<file path="config.mk">
export PLATFORM = sky130hd
export DESIGN_NAME = ptp_stamp_unit
export DESIGN_NICKNAME = d
export VERILOG_FILES = /design/src/rtl/ptp_stamp_pkg.sv /design/src/rtl/ptp_frame_parser.sv /design/src/rtl/ptp_ts_capture.sv /design/src/rtl/ptp_res_fifo.sv /design/src/rtl/ptp_stamp_unit.sv
export SDC_FILE = /design/constraint.sdc
export NUM_CORES = 1
export LEC_CHECK = 0
export ABC_AREA = 1
export BUFFER_PORTS_ARGS = -buffer_cell sky130_fd_sc_hd__buf_2
export CORE_ASPECT_RATIO = 1.1
export CORE_MARGIN = 8
export CORE_UTILIZATION = 55
export CTS_CLUSTER_DIAMETER = 30
export DETAILED_ROUTE_END_ITERATION = 12
export GPL_TIMING_DRIVEN = 0
export PLACE_DENSITY = 0.74
export SETUP_SLACK_MARGIN = 0.3
export SYNTH_ARGS = -nofsm -noshare
export SYNTH_HDL_FRONTEND = slang
export SYNTH_HIERARCHICAL = 1
export SYNTH_SLANG_ARGS = --single-unit
</file>
<file path="constraint.sdc">
create_clock -name clk -period 5.4 [get_ports clk]
set_clock_uncertainty 0.15 [all_clocks]
set_input_delay 0 -clock clk [delete_from_list [all_inputs] [get_ports clk]]
set_output_delay 0 -clock clk [all_outputs]
set_load 0.005 [all_outputs]
</file>
<file path="src/rtl/ptp_stamp_pkg.sv">
package ptp_stamp_pkg;

  localparam logic [15:0] ETY_PTP   = 16'h88F7;
  localparam logic [15:0] ETY_CTAG  = 16'h8100;
  localparam logic [15:0] ETY_STAG  = 16'h88A8;
  localparam logic [15:0] ETY_IP4   = 16'h0800;
  localparam logic [15:0] ETY_IP6   = 16'h86DD;
  localparam logic [15:0] ETY_PPPOE = 16'h8864;
  localparam logic [15:0] ETY_LENMX = 16'h0600;
  localparam logic [15:0] PPP_IP4   = 16'h0021;
  localparam logic [15:0] PPP_IP6   = 16'h0057;
  localparam logic [15:0] UDP_EVT   = 16'd319;
  localparam logic [7:0]  PROTO_UDP = 8'd17;
  localparam logic [31:0] NS_PER_SEC = 32'd1_000_000_000;

  typedef enum logic [3:0] {
    PS_IDLE, PS_MAC, PS_ETY, PS_TAG, PS_SNAP, PS_PPPOE,
    PS_IP4, PS_IP6, PS_UDP, PS_PTP, PS_HIT, PS_DROP
  } pstate_t;

  typedef struct packed {
    logic [47:0] sec;
    logic [31:0] ns;
  } tstamp_t;

  typedef struct packed {
    tstamp_t     ts;
    logic [3:0]  mtype;
    logic [15:0] seq;
  } ptp_result_t;

endpackage

</file>
<file path="src/rtl/ptp_frame_parser.sv">
module ptp_frame_parser
  import ptp_stamp_pkg::*;
#(
  parameter int CNT_W    = 6,
  parameter int MAX_TAGS = 2
) (
  input  logic        clk,
  input  logic        rst,
  input  logic        in_valid,
  input  logic [7:0]  in_data,
  input  logic        in_sof,
  input  logic        in_eof,
  input  logic        in_err,
  output logic        hit_o,
  output logic [3:0]  mtype_o,
  output logic [15:0] seq_o
);

  localparam int TAG_W = $clog2(MAX_TAGS + 1);

  pstate_t            st;
  logic [CNT_W-1:0]   cnt;
  logic [CNT_W-1:0]   hlen;
  logic [7:0]         hi;
  logic [TAG_W-1:0]   tags;
  logic               snap_seen;

  function automatic logic [7:0] snap_ref(input logic [CNT_W-1:0] i);
    if (i < 2) return 8'hAA;
    if (i == 2) return 8'h03;
    return 8'h00;
  endfunction

  always_ff @(posedge clk) begin
    if (rst) begin
      st        <= PS_IDLE;
      cnt       <= '0;
      hlen      <= '0;
      hi        <= '0;
      tags      <= '0;
      snap_seen <= 1'b0;
      hit_o     <= 1'b0;
      mtype_o   <= '0;
      seq_o     <= '0;
    end else begin
      hit_o <= 1'b0;
      if (in_valid) begin
        if (in_sof) begin
          st        <= PS_MAC;
          cnt       <= CNT_W'(1);
          tags      <= '0;
          snap_seen <= 1'b0;
        end else begin
          cnt <= cnt + 1'b1;
          case (st)
            PS_MAC: if (cnt == CNT_W'(11)) begin st <= PS_ETY; cnt <= '0; end
            PS_ETY: begin
              if (cnt == '0) hi <= in_data;
              else begin
                cnt <= '0;
                if ({hi, in_data} == ETY_CTAG || {hi, in_data} == ETY_STAG) begin
                  if (tags == TAG_W'(MAX_TAGS)) st <= PS_DROP;
                  else begin tags <= tags + 1'b1; st <= PS_TAG; end
                end else if ({hi, in_data} == ETY_PTP)   st <= PS_PTP;
                else if ({hi, in_data} == ETY_IP4)       st <= PS_IP4;
                else if ({hi, in_data} == ETY_IP6)       st <= PS_IP6;
                else if ({hi, in_data} == ETY_PPPOE)     st <= PS_PPPOE;
                else if ({hi, in_data} < ETY_LENMX && !snap_seen) begin
                  st <= PS_SNAP; snap_seen <= 1'b1;
                end else st <= PS_DROP;
              end
            end
            PS_TAG: if (cnt == CNT_W'(1)) begin st <= PS_ETY; cnt <= '0; end
            PS_SNAP: begin
              if (in_data != snap_ref(cnt)) st <= PS_DROP;
              else if (cnt == CNT_W'(5)) begin st <= PS_ETY; cnt <= '0; end
            end
            PS_PPPOE: begin
              if (cnt == CNT_W'(6)) hi <= in_data;
              else if (cnt == CNT_W'(7)) begin
                cnt <= '0;
                if ({hi, in_data} == PPP_IP4)      st <= PS_IP4;
                else if ({hi, in_data} == PPP_IP6) st <= PS_IP6;
                else                               st <= PS_DROP;
              end
            end
            PS_IP4: begin
              if (cnt == '0) begin
                if (in_data[7:4] != 4'd4 || in_data[3:0] < 4'd5) st <= PS_DROP;
                hlen <= CNT_W'({in_data[3:0], 2'b00});
              end else if (cnt == CNT_W'(9) && in_data != PROTO_UDP) st <= PS_DROP;
              else if (cnt == hlen - 1'b1) begin st <= PS_UDP; cnt <= '0; end
            end
            PS_IP6: begin
              if (cnt == '0 && in_data[7:4] != 4'd6) st <= PS_DROP;
              else if (cnt == CNT_W'(6) && in_data != PROTO_UDP) st <= PS_DROP;
              else if (cnt == CNT_W'(39)) begin st <= PS_UDP; cnt <= '0; end
            end
            PS_UDP: begin
              if (cnt == CNT_W'(2)) hi <= in_data;
              else if (cnt == CNT_W'(3) && {hi, in_data} != UDP_EVT) st <= PS_DROP;
              else if (cnt == CNT_W'(7)) begin st <= PS_PTP; cnt <= '0; end
            end
            PS_PTP: begin
              if (cnt == '0) begin
                if (in_data[3:0] > 4'd3) st <= PS_DROP;
                mtype_o <= in_data[3:0];
              end else if (cnt == CNT_W'(30)) hi <= in_data;
              else if (cnt == CNT_W'(31)) begin
                seq_o <= {hi, in_data};
                st    <= PS_HIT;
              end
            end
            default: cnt <= cnt;
          endcase
        end
        if (in_eof) begin
          hit_o <= (st == PS_HIT) && !in_err && !in_sof;
          st    <= PS_IDLE;
        end
      end
    end
  end

  // only event message types leave the parser
  a_r7_event_type: assert property (@(posedge clk) disable iff (rst)
    hit_o |-> (mtype_o <= 4'd3));
  // a match is only reported after a clean frame end
  a_r9_clean_end: assert property (@(posedge clk) disable iff (rst)
    hit_o |-> $past(in_valid && in_eof && !in_err));

endmodule

</file>
<file path="src/rtl/ptp_ts_capture.sv">
module ptp_ts_capture
  import ptp_stamp_pkg::*;
#(
  parameter bit IS_TX = 1'b1
) (
  input  logic        clk,
  input  logic        rst,
  input  logic        take,
  input  logic [47:0] tod_sec,
  input  logic [31:0] tod_ns,
  input  logic [31:0] lat_ns,
  output tstamp_t     ts_o
);

  tstamp_t adj;

  generate
    if (IS_TX) begin : g_add
      logic [32:0] sum;
      always_comb begin
        sum = {1'b0, tod_ns} + {1'b0, lat_ns};
        if (sum >= {1'b0, NS_PER_SEC}) begin
          adj.ns  = 32'(sum - {1'b0, NS_PER_SEC});
          adj.sec = tod_sec + 48'd1;
        end else begin
          adj.ns  = sum[31:0];
          adj.sec = tod_sec;
        end
      end
    end else begin : g_sub
      always_comb begin
        if (tod_ns >= lat_ns) begin
          adj.ns  = tod_ns - lat_ns;
          adj.sec = tod_sec;
        end else begin
          adj.ns  = tod_ns + (NS_PER_SEC - lat_ns);
          adj.sec = tod_sec - 48'd1;
        end
      end
    end
  endgenerate

  always_ff @(posedge clk) begin
    if (rst)       ts_o <= '0;
    else if (take) ts_o <= adj;
  end

  // corrected nanoseconds stay inside one second
  a_r8_ns_range: assert property (@(posedge clk) disable iff (rst)
    ts_o.ns < NS_PER_SEC);

endmodule

</file>
<file path="src/rtl/ptp_res_fifo.sv">
module ptp_res_fifo #(
  parameter int W     = 100,
  parameter int DEPTH = 4
) (
  input  logic         clk,
  input  logic         rst,
  input  logic         push,
  input  logic [W-1:0] din,
  input  logic         ready_i,
  output logic         valid_o,
  output logic         full_o,
  output logic [W-1:0] dout_o
);

  localparam int AW = $clog2(DEPTH);

  logic [W-1:0] mem [DEPTH];
  logic [AW-1:0] wp, rp;
  logic [AW:0]   count;
  logic          pop;

  assign valid_o = (count != '0);
  assign full_o  = (count == (AW+1)'(DEPTH));
  assign pop     = valid_o && ready_i;
  assign dout_o  = mem[rp];

  always_ff @(posedge clk) begin
    if (push) mem[wp] <= din;
  end

  always_ff @(posedge clk) begin
    if (rst) begin
      wp    <= '0;
      rp    <= '0;
      count <= '0;
    end else begin
      if (push) wp <= (wp == AW'(DEPTH - 1)) ? '0 : wp + 1'b1;
      if (pop)  rp <= (rp == AW'(DEPTH - 1)) ? '0 : rp + 1'b1;
      count <= count + (AW+1)'(push) - (AW+1)'(pop);
    end
  end

  // waiting head result is held
  a_r10_hold: assert property (@(posedge clk) disable iff (rst)
    (valid_o && !ready_i) |=> (valid_o && $stable(dout_o)));
  // occupancy never exceeds the depth
  a_r10_bound: assert property (@(posedge clk) disable iff (rst)
    count <= (AW+1)'(DEPTH));
  // nothing is written into a full queue
  a_r11_no_push_full: assert property (@(posedge clk) disable iff (rst)
    (full_o && !pop) |-> !push);

endmodule

</file>
<file path="src/rtl/ptp_stamp_unit.sv">
module ptp_stamp_unit
  import ptp_stamp_pkg::*;
#(
  parameter bit IS_TX      = 1'b1,
  parameter int FIFO_DEPTH = 4
) (
  input  logic        clk,
  input  logic        rst,
  input  logic [31:0] lat_ns,
  input  logic [47:0] tod_sec,
  input  logic [31:0] tod_ns,
  input  logic        fr_valid,
  input  logic [7:0]  fr_data,
  input  logic        fr_sof,
  input  logic        fr_eof,
  input  logic        fr_err,
  output logic        res_valid,
  input  logic        res_ready,
  output logic [47:0] res_sec,
  output logic [31:0] res_ns,
  output logic [3:0]  res_type,
  output logic [15:0] res_seq,
  output logic        res_ovf
);

  localparam int RW = $bits(ptp_result_t);

  logic        hit, full;
  logic [3:0]  mtype;
  logic [15:0] seq;
  tstamp_t     ts;
  ptp_result_t wr_res, rd_res;

  ptp_frame_parser u_parse (
    .clk(clk), .rst(rst), .in_valid(fr_valid), .in_data(fr_data),
    .in_sof(fr_sof), .in_eof(fr_eof), .in_err(fr_err),
    .hit_o(hit), .mtype_o(mtype), .seq_o(seq)
  );

  ptp_ts_capture #(.IS_TX(IS_TX)) u_cap (
    .clk(clk), .rst(rst), .take(fr_valid && fr_sof),
    .tod_sec(tod_sec), .tod_ns(tod_ns), .lat_ns(lat_ns), .ts_o(ts)
  );

  assign wr_res = '{ts: ts, mtype: mtype, seq: seq};

  ptp_res_fifo #(.W(RW), .DEPTH(FIFO_DEPTH)) u_q (
    .clk(clk), .rst(rst), .push(hit && !full), .din(wr_res),
    .ready_i(res_ready), .valid_o(res_valid), .full_o(full), .dout_o(rd_res)
  );

  assign res_sec  = rd_res.ts.sec;
  assign res_ns   = rd_res.ts.ns;
  assign res_type = rd_res.mtype;
  assign res_seq  = rd_res.seq;

  always_ff @(posedge clk) begin
    if (rst)              res_ovf <= 1'b0;
    else if (hit && full) res_ovf <= 1'b1;
  end

  // overflow flag is sticky until reset
  a_r11_ovf_sticky: assert property (@(posedge clk) disable iff (rst)
    res_ovf |=> res_ovf);

endmodule

</file>
* Yosys cells after proc, flatten, opt, wreduce, memory -nomap -nowiden
Memory sizes are Yosys's and may differ from the RTL's. A register that Yosys moved wholly into a read port is not among the register bits. Cells that the tools add are included.
Operators by class: add/sub/neg operators 10, div/mod/pow operators 0, reductions and logical operators 34, bitwise gates (word level) 5, shift operators 0, multiply operators 0, muxes and demuxes 96, magnitude comparators 5, equality and inequality tests 65
Operators with widths (count):
- 4-bit 2-to-1 mux | 32
- 8-bit 2-to-1 mux | 13
- 6-bit 2-to-1 mux | 16
- 16-bit == test, second input constant | 5
- 80-bit 2-to-1 mux | 1
- 6-bit one-hot mux with 9 select lines | 1
- 48-bit by 1-bit adder with 48-bit output, second input constant | 1
- 4-bit one-hot mux with 9 select lines | 1
- 32-bit by 32-bit adder with 33-bit output | 1
- 33-bit by 30-bit >= comparator with 1-bit output, second input constant | 1
- 8-bit one-hot mux with 4 select lines | 1
- 32-bit by 30-bit subtractor with 32-bit output, second input constant | 1
- 1-bit 2-to-1 mux | 22
- 4-bit by 3-bit != test with 1-bit output, second input constant | 5
- 6-bit by 3-bit == test with 1-bit output, second input constant | 3
- 2-bit 2-to-1 mux | 9
- 16-bit by 12-bit == test with 1-bit output, second input constant | 1
- 16-bit by 6-bit == test with 1-bit output, second input constant | 1
- 16-bit by 7-bit == test with 1-bit output, second input constant | 1
- 4-bit by 3-bit == test with 1-bit output, second input constant | 4
- 16-bit by 11-bit < comparator with 1-bit output, second input constant | 1
- 16-bit by 9-bit != test with 1-bit output, second input constant | 1
- 2-bit != test, second input constant | 8
- 16-bit AND reduction | 1
- 44 further kinds | 84
Word-level totals: bits in read-only memories 0, memories 1, register bits after elaboration 134, logic and storage cells 231, latch bits 0, bits in writable memories 400
Memory list:
- u_q.mem | depth 4, width 100, rd ports 1, clocked after memory_dff 1, wr ports 1, RTL line ptp_res_fifo.sv:17 | logic [W-1:0] mem [DEPTH];

* Logic depth before layout (Yosys ltp)
Gate-level depths: netlist of run 1.
depth in word-level cells 22, gate-level depth with buffers 26, gate-level depth less buffers 26

* Cells and area by module
Netlist of run 1, hierarchy kept.
Modules (own cells, without submodules):
- ptp_res_fifo | cells an instance 1030, instances 1, area an instance 15423.5 µm²
- ptp_ts_capture | cells an instance 1557, instances 1, area an instance 8494.4 µm²
- ptp_frame_parser | cells an instance 509, instances 1, area an instance 3249.4 µm²
- ptp_stamp_unit | cells an instance 8, instances 1, area an instance 51.3 µm²

* Least setup slack after synthesis of run 1
Ideal clock, no wire load.
path type register to register, start point reg u_q.count[1], end point mem u_q.mem[0][0] (enable), required time 4796 ps, path slack 2082 ps, period minus slack after synthesis 3318 ps, stages on the path, launching flop included 5, arrival time 2714 ps, path through dfxtp_1 > nor3_1 > nor2_1 > nand2_1 > inv_1
On the way: cells in the longest elaborated chain, start to end 5
RTL lines:
- start: declaration | RTL line ptp_res_fifo.sv:19 | logic [AW:0] count;
- start signal: assignment | RTL line ptp_res_fifo.sv:39 | count <= count + (AW+1)'(push) - (AW+1)'(pop);
- 3-bit == test | RTL line ptp_res_fifo.sv:23 | assign full_o = (count == (AW+1)'(DEPTH));
- net full | RTL line ptp_stamp_unit.sv:28 | logic hit, full;
- 1-bit logical NOT | RTL line ptp_stamp_unit.sv:48 | .clk(clk), .rst(rst), .push(hit && !full), .din(wr_res),
- 1-bit logical AND | RTL line ptp_stamp_unit.sv:48
- 1-bit 2-to-1 mux | RTL line ptp_res_fifo.sv:28 | if (push) mem[wp] <= din;
- 1-bit 2-to-1 mux (not written as such) | RTL line ptp_res_fifo.sv:28
- end: declaration | RTL line ptp_res_fifo.sv:17
The timed path passes the listed nets, and every way through them passes these cells.

* Final worst setup path of run 1
start point in tod_ns[0], end point reg u_cap/ts_o[34] (netlist bit)
On the way: cells in the longest elaborated chain, start to end 3
RTL lines:
- start: declaration | RTL line ptp_stamp_unit.sv:11 | input logic [31:0] tod_ns,
- 32-bit by 32-bit adder with 33-bit output | RTL line ptp_ts_capture.sv:21 | sum = {1'b0, tod_ns} + {1'b0, lat_ns};
- 33-bit by 30-bit >= comparator with 1-bit output | RTL line ptp_ts_capture.sv:22 | if (sum >= {1'b0, NS_PER_SEC}) begin
- 80-bit 2-to-1 mux | RTL line ptp_ts_capture.sv:22
- end signal: assignment | RTL line ptp_ts_capture.sv:45 | else if (take) ts_o <= adj;
- end: declaration | RTL line ptp_ts_capture.sv:12 | output tstamp_t ts_o
Every way passes these cells. A chain may end at the register's enable or synchronous reset.

==> reports/summary.txt, run 1 <==
I/O pins: 229
Number of port buffers: 224
Maximum clock frequency: 234 MHz
Seq/Total Area, Yosys: 0.541
CTS resizes: 0
Drt initial violations: 2141
Clock slew seen by the registers of the worst setup and hold paths: 0.05 ns
CTS tree: built
Die height: 249 microns
Longest Clk Path Bufs: 3
Fin. max-slew vios: 0
RSZ-0062 raised after global routing: false
Startpoint types: input pin
DPL Wire Length: 55000 microns
Post-synth top flop: edfxtp_1
Final setup viols: 0
Starting Density: 0.556
Final nets: 3709
Routed met3 length: 5900 microns
Largest net degree at the start of global routing: 63
Total Routing Usage GR: 0.275
Worst path arrival time: 4.59 ns
Met1 WL: 32900 microns
Clock tree sinks: 536
Crit path max-delay cell type: dlygate4sd3_1
Share of layout cells above drive strength 1: 0.147
Post-synth EDFFs: 400
First-pass GRT wire length: 126000 microns
Antenna viol nets, final: 0
Grt ovf: 0
Number of synthesized register bits: 536
Hold Path Class: input pin to register
Worst-Skew Late Latency: 0.63 ns
Syn Area/Cell: 8.77 sq um
Lkg Pwr: 14.0 nW
Async set-reset flop share out of synthesis: 0
Rows: 85
Tmin final: 4.27 ns
Initial antenna violation count: 1
Syn Nets: 3279
Synth warnings: 6
Crit path cell chain: dlygate4sd3_1, buf_2, ha_1, fa_1, nand3_1, nand3_2, xnor2_1, ha_1, inv_1, nand3_1, nand2_1, nand3_1, nand2_1, inv_1, nor3_2, nor2_4, buf_2, nand3b_1, nand3_1, dlygate4sd3_1, a21oi_1
Final GP Congestion: 0.933
Maxcap violations: 0
Crit path largest cell delay: 0.56 ns
CP Max Fanout: 10
CTS root buffer: clkbuf_16
Pre-Repair DR Iteration Count: 5
Worst slew pin tran: 0.835 ns
Post-layout instance area: 33500 sq um
Postcts setup bufs: 0
Synth cell types: 59
Period utilization: 0.790
Hold Violations, Final: 0
Status: completed
Number of vias per cell: 5.59
Die Area: 56900 sq um
Vias in the first global route: 23800
CP endpoint kind: register
Maximum VDD drop: 0.289 mV
Met2 routed WL: 39400 microns
Chip width: 228 microns
Setup CP Type: input pin to register
Total number of vias: 23800
Routed WL: 80800 microns
Sum Neg Setup Slack: 0 ns
# H-tree levels: 3
Syn Std Cell Area: 27200 sq um
CP most frequent cell: nand3_1
Area growth syn-to-layout: 23.0%
Pwr dens: 401 nW/um^2
Cells after Synth: 3104
CP required: 5.72 ns
Routed WL per cell: 18.9 microns
Top routing layer used: met4
Core area: 48900 sq um
Slew margin rel.: 0.443
Placed Area: 29300 sq um
DRC violation count after routing: 0
Number of buffers created by CTS: 88
## metal layers
layer	GRT usage	vias to the layer above
met1	0.343	11200
li1	-	11400
met5	0	-
met2	0.470	1085
met4	0.112	0
met3	0.0493	172
## worst max-delay path: cells and delay by family
family / cells / cell delay [ns]
compound gates: 1 / 0.06
xor+xnor: 1 / 0.44
fa+ha+maj: 3 / 0.99
buf+inv: 6 / 1.78
simple gates: 10 / 1.32
## where the power goes
group | total, mW | switching [mW] | internal (mW)
Sequential | 4.59 | 0.0851 | 4.50
Clock | 5.64 | 2.08 | 3.57
Combinational | 3.18 | 2.04 | 1.14
Total | 13.4 | 4.20 | 9.21
## cells in the final DEF, fill, tap and decap left out, drive strengths merged
cell type | synthesis | routed
and2 | 3 | 3
nor3 | 37 | 37
o211ai | 5 | 5
o21a | 2 | 2
a211oi | 16 | 16
o21ai | 237 | 237
fa | 2 | 2
nor4 | 16 | 16
xnor2 | 6 | 6
a21o | 1 | 1
diode | 0 | 3
o22ai | 100 | 100
a31oi | 3 | 3
or2 | 3 | 3
bufinv | 0 | 8
inv | 352 | 370
edfxtp | 400 | 400
buf | 65 | 293
clkbuf | 62 | 165
dlygate4sd3 | 0 | 112
a31o | 1 | 1
o31ai | 1 | 1
o21bai | 2 | 2
ha | 46 | 46
nand4 | 36 | 36
xor2 | 59 | 59
nand3b | 9 | 9
nand2 | 692 | 692
dfxtp | 136 | 136
a21boi | 1 | 1
o211a | 1 | 1
nor2 | 432 | 432
and3 | 1 | 1
nand3 | 247 | 247
clkinv | 1 | 28
clkinvlp | 0 | 10
a21oi | 129 | 129
## cells by family (layout without fill, tap and decap cells)
kind of cell | after synthesis | after routing | synth area share
fa+ha+maj | 48 | 48 | 0.0226
flops | 536 | 536 | 0.541
simple gates | 1476 | 1476 | 0.231
xor+xnor | 65 | 65 | 0.0209
compound gates | 499 | 499 | 0.103
other cells | 0 | 3 | 0
buf+inv | 480 | 986 | 0.0810
## path summary, 6_finish.rpt
path         depth (start not counted)          start  slack (ns)              end
min                                  3            rst        0.06          res_ovf
max                                 21      tod_ns[0]        1.13   u_cap/ts_o[34]
min reg2reg                          2        res_ovf        0.31          res_ovf
max reg2reg                         11  u_parse/hi[4]        2.13  u_parse/tags[1]
## flip-flops by register name, indices dropped and copies added, names as in the netlist, 2 cells and up, named ones only
signal	count
u_q/rp	2
u_parse/hi	8
u_q/mem	400
u_q/count	3
u_q/wp	2
u_cap/ts_o	80
u_parse/tags	2
u_parse/mtype_o	4
u_parse/cnt	6
u_parse/st	4
u_parse/seq_o	16
u_parse/hlen	4
## cell usage after synthesis, types with 2 or more instances
cell type    n  area (sq um)
xnor2_1      6          52.6
nor2_4       7          78.8
o211ai_1     5          37.5
a31oi_1      3          18.8
nor4_2       2          25.0
inv_1      339          1270
buf_4        4          30.0
edfxtp_1   400         12000
or2_2        2          12.5
nand4_1     34           213
and2_1       3          18.8
clkbuf_1    50           188
a211oi_2    14           175
nand3b_1     9          67.6
ha_1        46           576
o22ai_1     99           619
nor2_1     416          1560
nand3_1    243          1220
a21oi_1    127           636
buf_1        7          26.3
nand3_2      4          40.0
buf_6       40           450
o21a_1       2          15.0
xor2_1      59           517
fa_1         2          40.0
nor4_1      13          81.3
o21ai_0    132           661
nor3_1      32           160
a21oi_2      2          17.5
clkbuf_8     2          27.5
buf_2       11          55.1
buf_8        2          30.0
o21ai_1     99           495
nor2_2       8          50.1
dfxtp_1    136          2720
nand2_2      8          50.1
nand2_1    684          2570
clkbuf_2    10          50.1
o21ai_2      6          52.6
nor3_2       5          50.1
inv_2       12          45.0
a211oi_1     2          15.0
## layout make-up
class	instances	area (sq um)
clock buffer	103	2340
clock inverter	63	722
multi-input combinational	2088	10300
sequential	536	14700
buffer	127	877
tap	652	816
fill	3802	15400
inverter	353	1350
timing repair buffer	340	2350
antenna	3	7.51
## per-stage QoR
step	hold slack [ns]	utilization	total power, mW	cells	setup slack (ns)
4_1_cts	0.0205	0.684	13.4	4262	1.26
3_5_place_dp	0.0266	0.599	7.72	3984	1.57
5_1_grt	0.0501	0.684	14.0	4263	0.974
2_1_floorplan	-0.0876	-	6.49	3104	2.08
3_3_place_gp	0.0315	0.596	7.66	3980	0.350
6_report	0.0619	0.684	13.4	4265	1.13
## repair_timing
item                                    in CTS  in global routing
hold buffers                               112                  0
hold endpoints to repair                   105                  0
endpoints found under the setup margin       0                  0
No activity file was read; power rests on OpenSTA's default activity.
==> run 2, diff against run 1 <==
==> constraint.sdc (replaced) <==
create_clock -name clk -period 4.48 [get_ports clk]
set_clock_uncertainty 0.15 [all_clocks]
set_input_delay 0 -clock clk [delete_from_list [all_inputs] [get_ports clk]]
set_output_delay 0 -clock clk [all_outputs]
set_load 0.005 [all_outputs]
==> run 2 against run 1 <==
Against the previous run:
- core utilization up 0.10 points
- count of clock-buffer cells in the layout unchanged
- via count about the same
- first-iteration DRC count down 2.4%
- critical endpoint is now u_cap/ts_o[47]
- total power up 21%
- sequential power up 20%
- sequential share of layout area down 0.067 points
- highest routed layer unchanged
- cell count about the same
- critical path depth up 1
- sequential cell count unchanged
- setup slack worse by 0.58 ns
- critical path type unchanged
- die area unchanged
==> reports/summary.txt, run 2 (synthesis gave the netlist of run 1 again) <==
Grt ovf: 0
Setup CP Type: input pin to register
CTS root buffer: clkbuf_16
Drt initial violations: 2090
Pre-Repair DR Iteration Count: 5
Total chip power: 16.2 mW
Maximum clock frequency: 255 MHz
Routed WL per cell: 18.9 microns
NetSw: 5.06 mW
Fillers: 3798
Final setup viols: 0
Status: completed
First-pass GRT wire length: 126000 microns
Logic pwr share: 0.237
Reg2reg setup slack: 1.21 ns
Period utilization: 0.877
Internal power: 11.1 mW
Lkg Pwr: 14.0 nW
DRC violation count after routing: 0
Number of port buffers: 224
Hold_sp: tod_ns[10]
Worst slew pin tran: 0.822 ns
Worst-Skew Late Latency: 0.63 ns
CP endpoint kind: register
Largest net degree at the start of global routing: 63
Core area: 48900 sq um
Pwr dens: 482 nW/um^2
Tmin final: 3.93 ns
Max reg flops: 400
Hold Violations, Final: 0
Hold Crit Endpoint: u_cap/ts_o[10]
RSZ-0062 raised after global routing: true
Die height: 249 microns
I/O pins: 229
Flop pwr share: 0.342
Maxcap violations: 0
Vias in the first global route: 23800
Worst path arrival time: 4.33 ns
Met1 WL: 32800 microns
Worst Reg2Reg Path Length in Cells: 11
# H-tree levels: 3
PnR worst setup slack: 0.552 ns
Top routing layer used: met4
Share of layout cells above drive strength 1: 0.150
Maximum VDD drop: 0.349 mV
Multi-input logic area: 10300 sq um
Final nets: 3711
Clock tree sinks: 536
Placed Area: 29300 sq um
Initial antenna violation count: 1
Hold Path Class: input pin to register
Area growth syn-to-layout: 23.2%
Number of vias per cell: 5.58
Antenna viol nets, final: 0
Total Routing Usage GR: 0.275
Switching share of power: 0.313
CTS tree: built
Longest Clk Path Bufs: 3
Number of buffers created by CTS: 88
CP required: 4.88 ns
Rows: 85
Routed met3 length: 5880 microns
Hold path cells: 6
Fin. max-slew vios: 0
Most frequent cells in the layout: nand2_1, nor2_1, edfxtp_1
Die Area: 56900 sq um
Clock slew seen by the registers of the worst setup and hold paths: 0.05 ns
Routed WL: 80700 microns
DPL Wire Length: 55000 microns
Post-layout instance area: 33500 sq um
CP Max Fanout: 10
Startpoint types: input pin
Placement Setup Slack: 0.654 ns
FF-to-FF End: u_parse/tags[1]
Clock network fraction of total power: 0.421
Starting Density: 0.556
Top reg by flops: u_q/mem
FF+latch area: 14700 sq um
Chip width: 228 microns
Met2 routed WL: 39400 microns
Largest registers: u_q/mem (400), u_cap/ts_o (80), u_parse/seq_o (16)
Most common cell after layout, fill and taps aside: nand2_1
RR Startpoint: u_parse/hi[4]
Slew margin rel.: 0.452
Total number of vias: 23800
Final GP Congestion: 0.933
run 2: cell types whose count changed in the layout (fill, tap and decap cells not counted), moves of 2 or more:
| cell | change |
|---|---|
| clkbuf_2 | +3 |
| nand2_1 | -3 |
| nand2_2 | +3 |
| buf_1 | -2 |
| buf_4 | +2 |
run 2: per-stage QoR:
stage	TNS, ns	hold slack [ns]	instances	util
finish	0	0.0527	4268	0.685
global route	0	0.0501	4265	0.685
CTS	0	0.0205	4262	0.684
detailed placement	0	0.0266	3984	0.599
global placement	-204.62	0.0315	3980	0.596
floorplan	0	-0.0876	3104	-
run 2: how the worst max path moves through the flow:
stage            startpoint             end  slack [ns]
6_report          tod_ns[0]  u_cap/ts_o[47]        0.55
5_1_grt           tod_ns[0]  u_cap/ts_o[47]        0.30
4_1_cts           tod_ns[0]  u_cap/ts_o[34]        0.34
3_5_place_dp      lat_ns[0]  u_cap/ts_o[69]        0.65
3_3_place_gp   u_q/count[1]  u_q/mem[0][60]       -0.57
2_1_floorplan  u_q/count[1]   u_q/mem[0][0]        1.16
run 2: repair_timing:
item                                    in CTS  in global routing
hold endpoints to repair                   105                  0
setup buffers                                0                  2
hold buffers                               112                  0
gates resized for setup                      0                 12
endpoints found under the setup margin       0                 19
run 2: critical path, stage by stage:
cell	delay, ns
dlygate4sd3_1	0.53
buf_2	0.12
ha_1	0.23
fa_2	0.42
nand3_1	0.10
nand3_1	0.15
nand2_1	0.10
nand2_1	0.10
nand2_1	0.15
nand3_1	0.14
nand2_1	0.09
nand2_1	0.14
nor2_1	0.18
nand2_1	0.12
nor2_2	0.17
nand4_4	0.15
buf_4	0.19
clkbuf_2	0.27
nand3b_1	0.17
nand3_1	0.09
dlygate4sd3_1	0.58
a21oi_1	0.13
run 2: area by class of cell:
cell class / count / share of cell area
multi-input cells: 2088 / 0.307
diodes: 4 / 0.000299
plain buffers: 127 / 0.0263
repair buffers: 342 / 0.0706
well taps: 652 / 0.0243
inverters: 353 / 0.0402
clock buffers: 103 / 0.0698
clock inverters: 63 / 0.0215
flip-flops and latches: 536 / 0.439
run 2: layer usage:
layer | global-route usage | vias up
met4 | 0.112 | 0
met2 | 0.470 | 1093
li1 | - | 11400
met1 | 0.343 | 11200
met3 | 0.0493 | 172
met5 | 0 | -
run 2: power by group through the flow:
stage                     combinational, mW  sequential [mW]  clock [mW]
after floorplan                        2.23             5.59           0
after global placement                 3.61             5.61           0
after detailed placement               3.69             5.63           0
after CTS                              3.79             5.53        6.87
after global routing                   4.19             5.54        7.10
final                                  3.84             5.53        6.80
==> run 3, diff against run 2 <==
--- a/config.mk
+++ b/config.mk
@@ -9,11 +9,10 @@
 export BUFFER_PORTS_ARGS = -buffer_cell sky130_fd_sc_hd__buf_2
 export CORE_ASPECT_RATIO = 1.1
 export CORE_MARGIN = 8
-export CORE_UTILIZATION = 55
+export CORE_UTILIZATION = 30
 export CTS_CLUSTER_DIAMETER = 30
 export DETAILED_ROUTE_END_ITERATION = 12
 export GPL_TIMING_DRIVEN = 0
-export PLACE_DENSITY = 0.74
 export SETUP_SLACK_MARGIN = 0.3
 export SYNTH_ARGS = -nofsm -noshare
 export SYNTH_HDL_FRONTEND = slang
==> constraint.sdc (replaced) <==
create_clock -name clk -period 4.2 [get_ports clk]
set_clock_uncertainty 0.15 [all_clocks]
set_input_delay 0 -clock clk [delete_from_list [all_inputs] [get_ports clk]]
set_output_delay 0 -clock clk [all_outputs]
set_load 0.005 [all_outputs]
==> run 3 against run 2 <==
Against the previous run:
- critical path depth is 4 lower
- count of clock-buffer cells in the layout is 2 lower
- sequential share of layout area decreased by 0.75 points
- sequential cell count is the same
- total power increased by 8.1%
- core utilization decreased by 31 points
- hold slack lost 0.015 ns
- first-iteration DRC count fell by 16%
- sequential power increased by 6.7%
==> reports/summary.txt, run 3 (synthesis gave the netlist of run 1 again) <==
Status: completed
First-pass GRT wire length: 128000 microns
Most frequent cells in the layout: nand2_1, nor2_1, edfxtp_1
CP endpoint kind: register
Lkg Pwr: 14.0 nW
Worst setup path startpoint: lat_ns[2]
Worst hold slack: 0.0379 ns
Number of buffers created by CTS: 86
Initial antenna violation count: 7
Area growth syn-to-layout: 25.3%
Vias in the first global route: 22100
Largest registers: u_q/mem (400), u_cap/ts_o (80), u_parse/seq_o (16)
Total Routing Usage GR: 0.163
Grt ovf: 0
DRC violation count after routing: 0
Most common cell after layout, fill and taps aside: nand2_1
Number of vias per cell: 4.79
Tmin final: 3.70 ns
Worst Reg2Reg Path Length in Cells: 12
Die Area: 101000 sq um
Fin. max-slew vios: 0
Pre-Repair DR Iteration Count: 6
Sum Neg Setup Slack: 0 ns
Number of port buffers: 224
RR Startpoint: u_parse/cnt[0]
Clock slew seen by the registers of the worst setup and hold paths: 0.05 ns
Routed WL: 85000 microns
Antenna viol nets, final: 0
Worst-Skew Late Latency: 0.63 ns
Longest Clk Path Bufs: 3
Slew margin rel.: 0.426
Maximum VDD drop: 0.306 mV
Share of layout cells above drive strength 1: 0.149
Routed WL per cell: 17.8 microns
CTS tree: built
Die height: 332 microns
Core area: 90400 sq um
Maximum clock frequency: 270 MHz
Worst path arrival time: 4.04 ns
Rows: 116
Max reg flops: 400
Maxcap violations: 0
Period utilization: 0.882
Total number of vias: 22900
Starting Density: 0.301
Clock tree sinks: 536
Hold Path Class: input pin to register
Final GP Congestion: 0.910
Final setup viols: 0
Placement Setup Slack: 0.384 ns
CP Max Fanout: 10
Worst slew pin tran: 0.860 ns
Cell count after placement: 4512
DPL Wire Length: 60900 microns
Setup crit end: u_cap/ts_o[78]
Largest net degree at the start of global routing: 58
Pwr dens: 512 nW/um^2
Hold Violations, Final: 0
# H-tree levels: 3
Hold path cells: 7
Startpoint types: input pin
Final nets: 3701
Reg2reg setup slack: 0.83 ns
PnR worst setup slack: 0.497 ns
I/O pins: 229
Drt initial violations: 1764
Setup CP Type: input pin to register
CP required: 4.53 ns
Hold_sp: tod_ns[1]
CTS root buffer: clkbuf_16
RSZ-0062 raised after global routing: false
Top reg by flops: u_q/mem
Utilization after layout: 0.377
Fin cells: 4784
Chip width: 303 microns
FF-to-FF End: u_parse/hi[6]
Fillers: 9151
==> run 3: final cells by class <==
| class | instances | area (sq um) | share of cell area |
|---|---|---|---|
| flip-flops and latches | 536 | 14700 | 0.432 |
| inverters | 353 | 1350 | 0.0395 |
| clock buffers | 101 | 2330 | 0.0684 |
| plain buffers | 127 | 877 | 0.0257 |
| repair buffers | 334 | 2290 | 0.0671 |
| diodes | 4 | 10.0 | 0.000293 |
| well taps | 1180 | 1480 | 0.0433 |
| multi-input cells | 2088 | 10300 | 0.302 |
| clock inverters | 61 | 754 | 0.0221 |
==> run 3: critical path, stage by stage <==
cell	delay [ns]
buf_2	0.11
ha_1	0.37
dlygate4sd3_1	0.60
xor2_1	0.16
dlygate4sd3_1	0.55
inv_1	0.09
nand3_1	0.07
nor2_1	0.11
nand4_1	0.11
nor2_2	0.23
nand4_4	0.25
nand3_4	0.22
buf_6	0.21
buf_8	0.17
nand2_1	0.06
nand3_1	0.08
dlygate4sd3_1	0.57
a21oi_1	0.06
==> run 3: stage by stage <==
step	total power [mW]	instance area, sq um
2_1_floorplan	8.34	27200
3_5_place_dp	10.2	29900
4_1_cts	17.7	34100
5_1_grt	18.3	34100
3_3_place_gp	10.2	29800
6_report	17.5	34100
==> run 3: how the worst min path moves through the flow <==
stage / endpoint / slack [ns]
CTS: u_cap/ts_o[3] / 0.002
global placement: u_parse/hit_o / 0.07
floorplan: res_ovf / -0.09
detailed placement: u_parse/hit_o / 0.08
finish: u_cap/ts_o[3] / 0.04
global route: u_cap/ts_o[3] / 0.09
==> run 3: per-layer routing <==
| metal | global-route usage | wire length, microns | up-vias |
|---|---|---|---|
| li1 | - | - | 11300 |
| met1 | 0.214 | 37500 | 10800 |
| met2 | 0.273 | 40100 | 621 |
| met3 | 0.0273 | 5310 | 114 |
| met4 | 0.0495 | 1990 | 4 |
| met5 | 0 | 26 | - |
==> run 3: what timing repair did <==
item | 4_1_cts | 5_1_grt
buffers inserted | 0 | 2
gates resized for setup | 0 | 2
hold endpoints to repair | 105 | 0
setup endpoints to repair | 0 | 19
hold buffers | 104 | 0
==> run 3: report_power, final <==
group / total [mW] / switching [mW] / internal, mW
Sequential: 5.90 / 0.110 / 5.79
Clock: 7.37 / 2.66 / 4.71
Combinational: 4.22 / 2.74 / 1.47
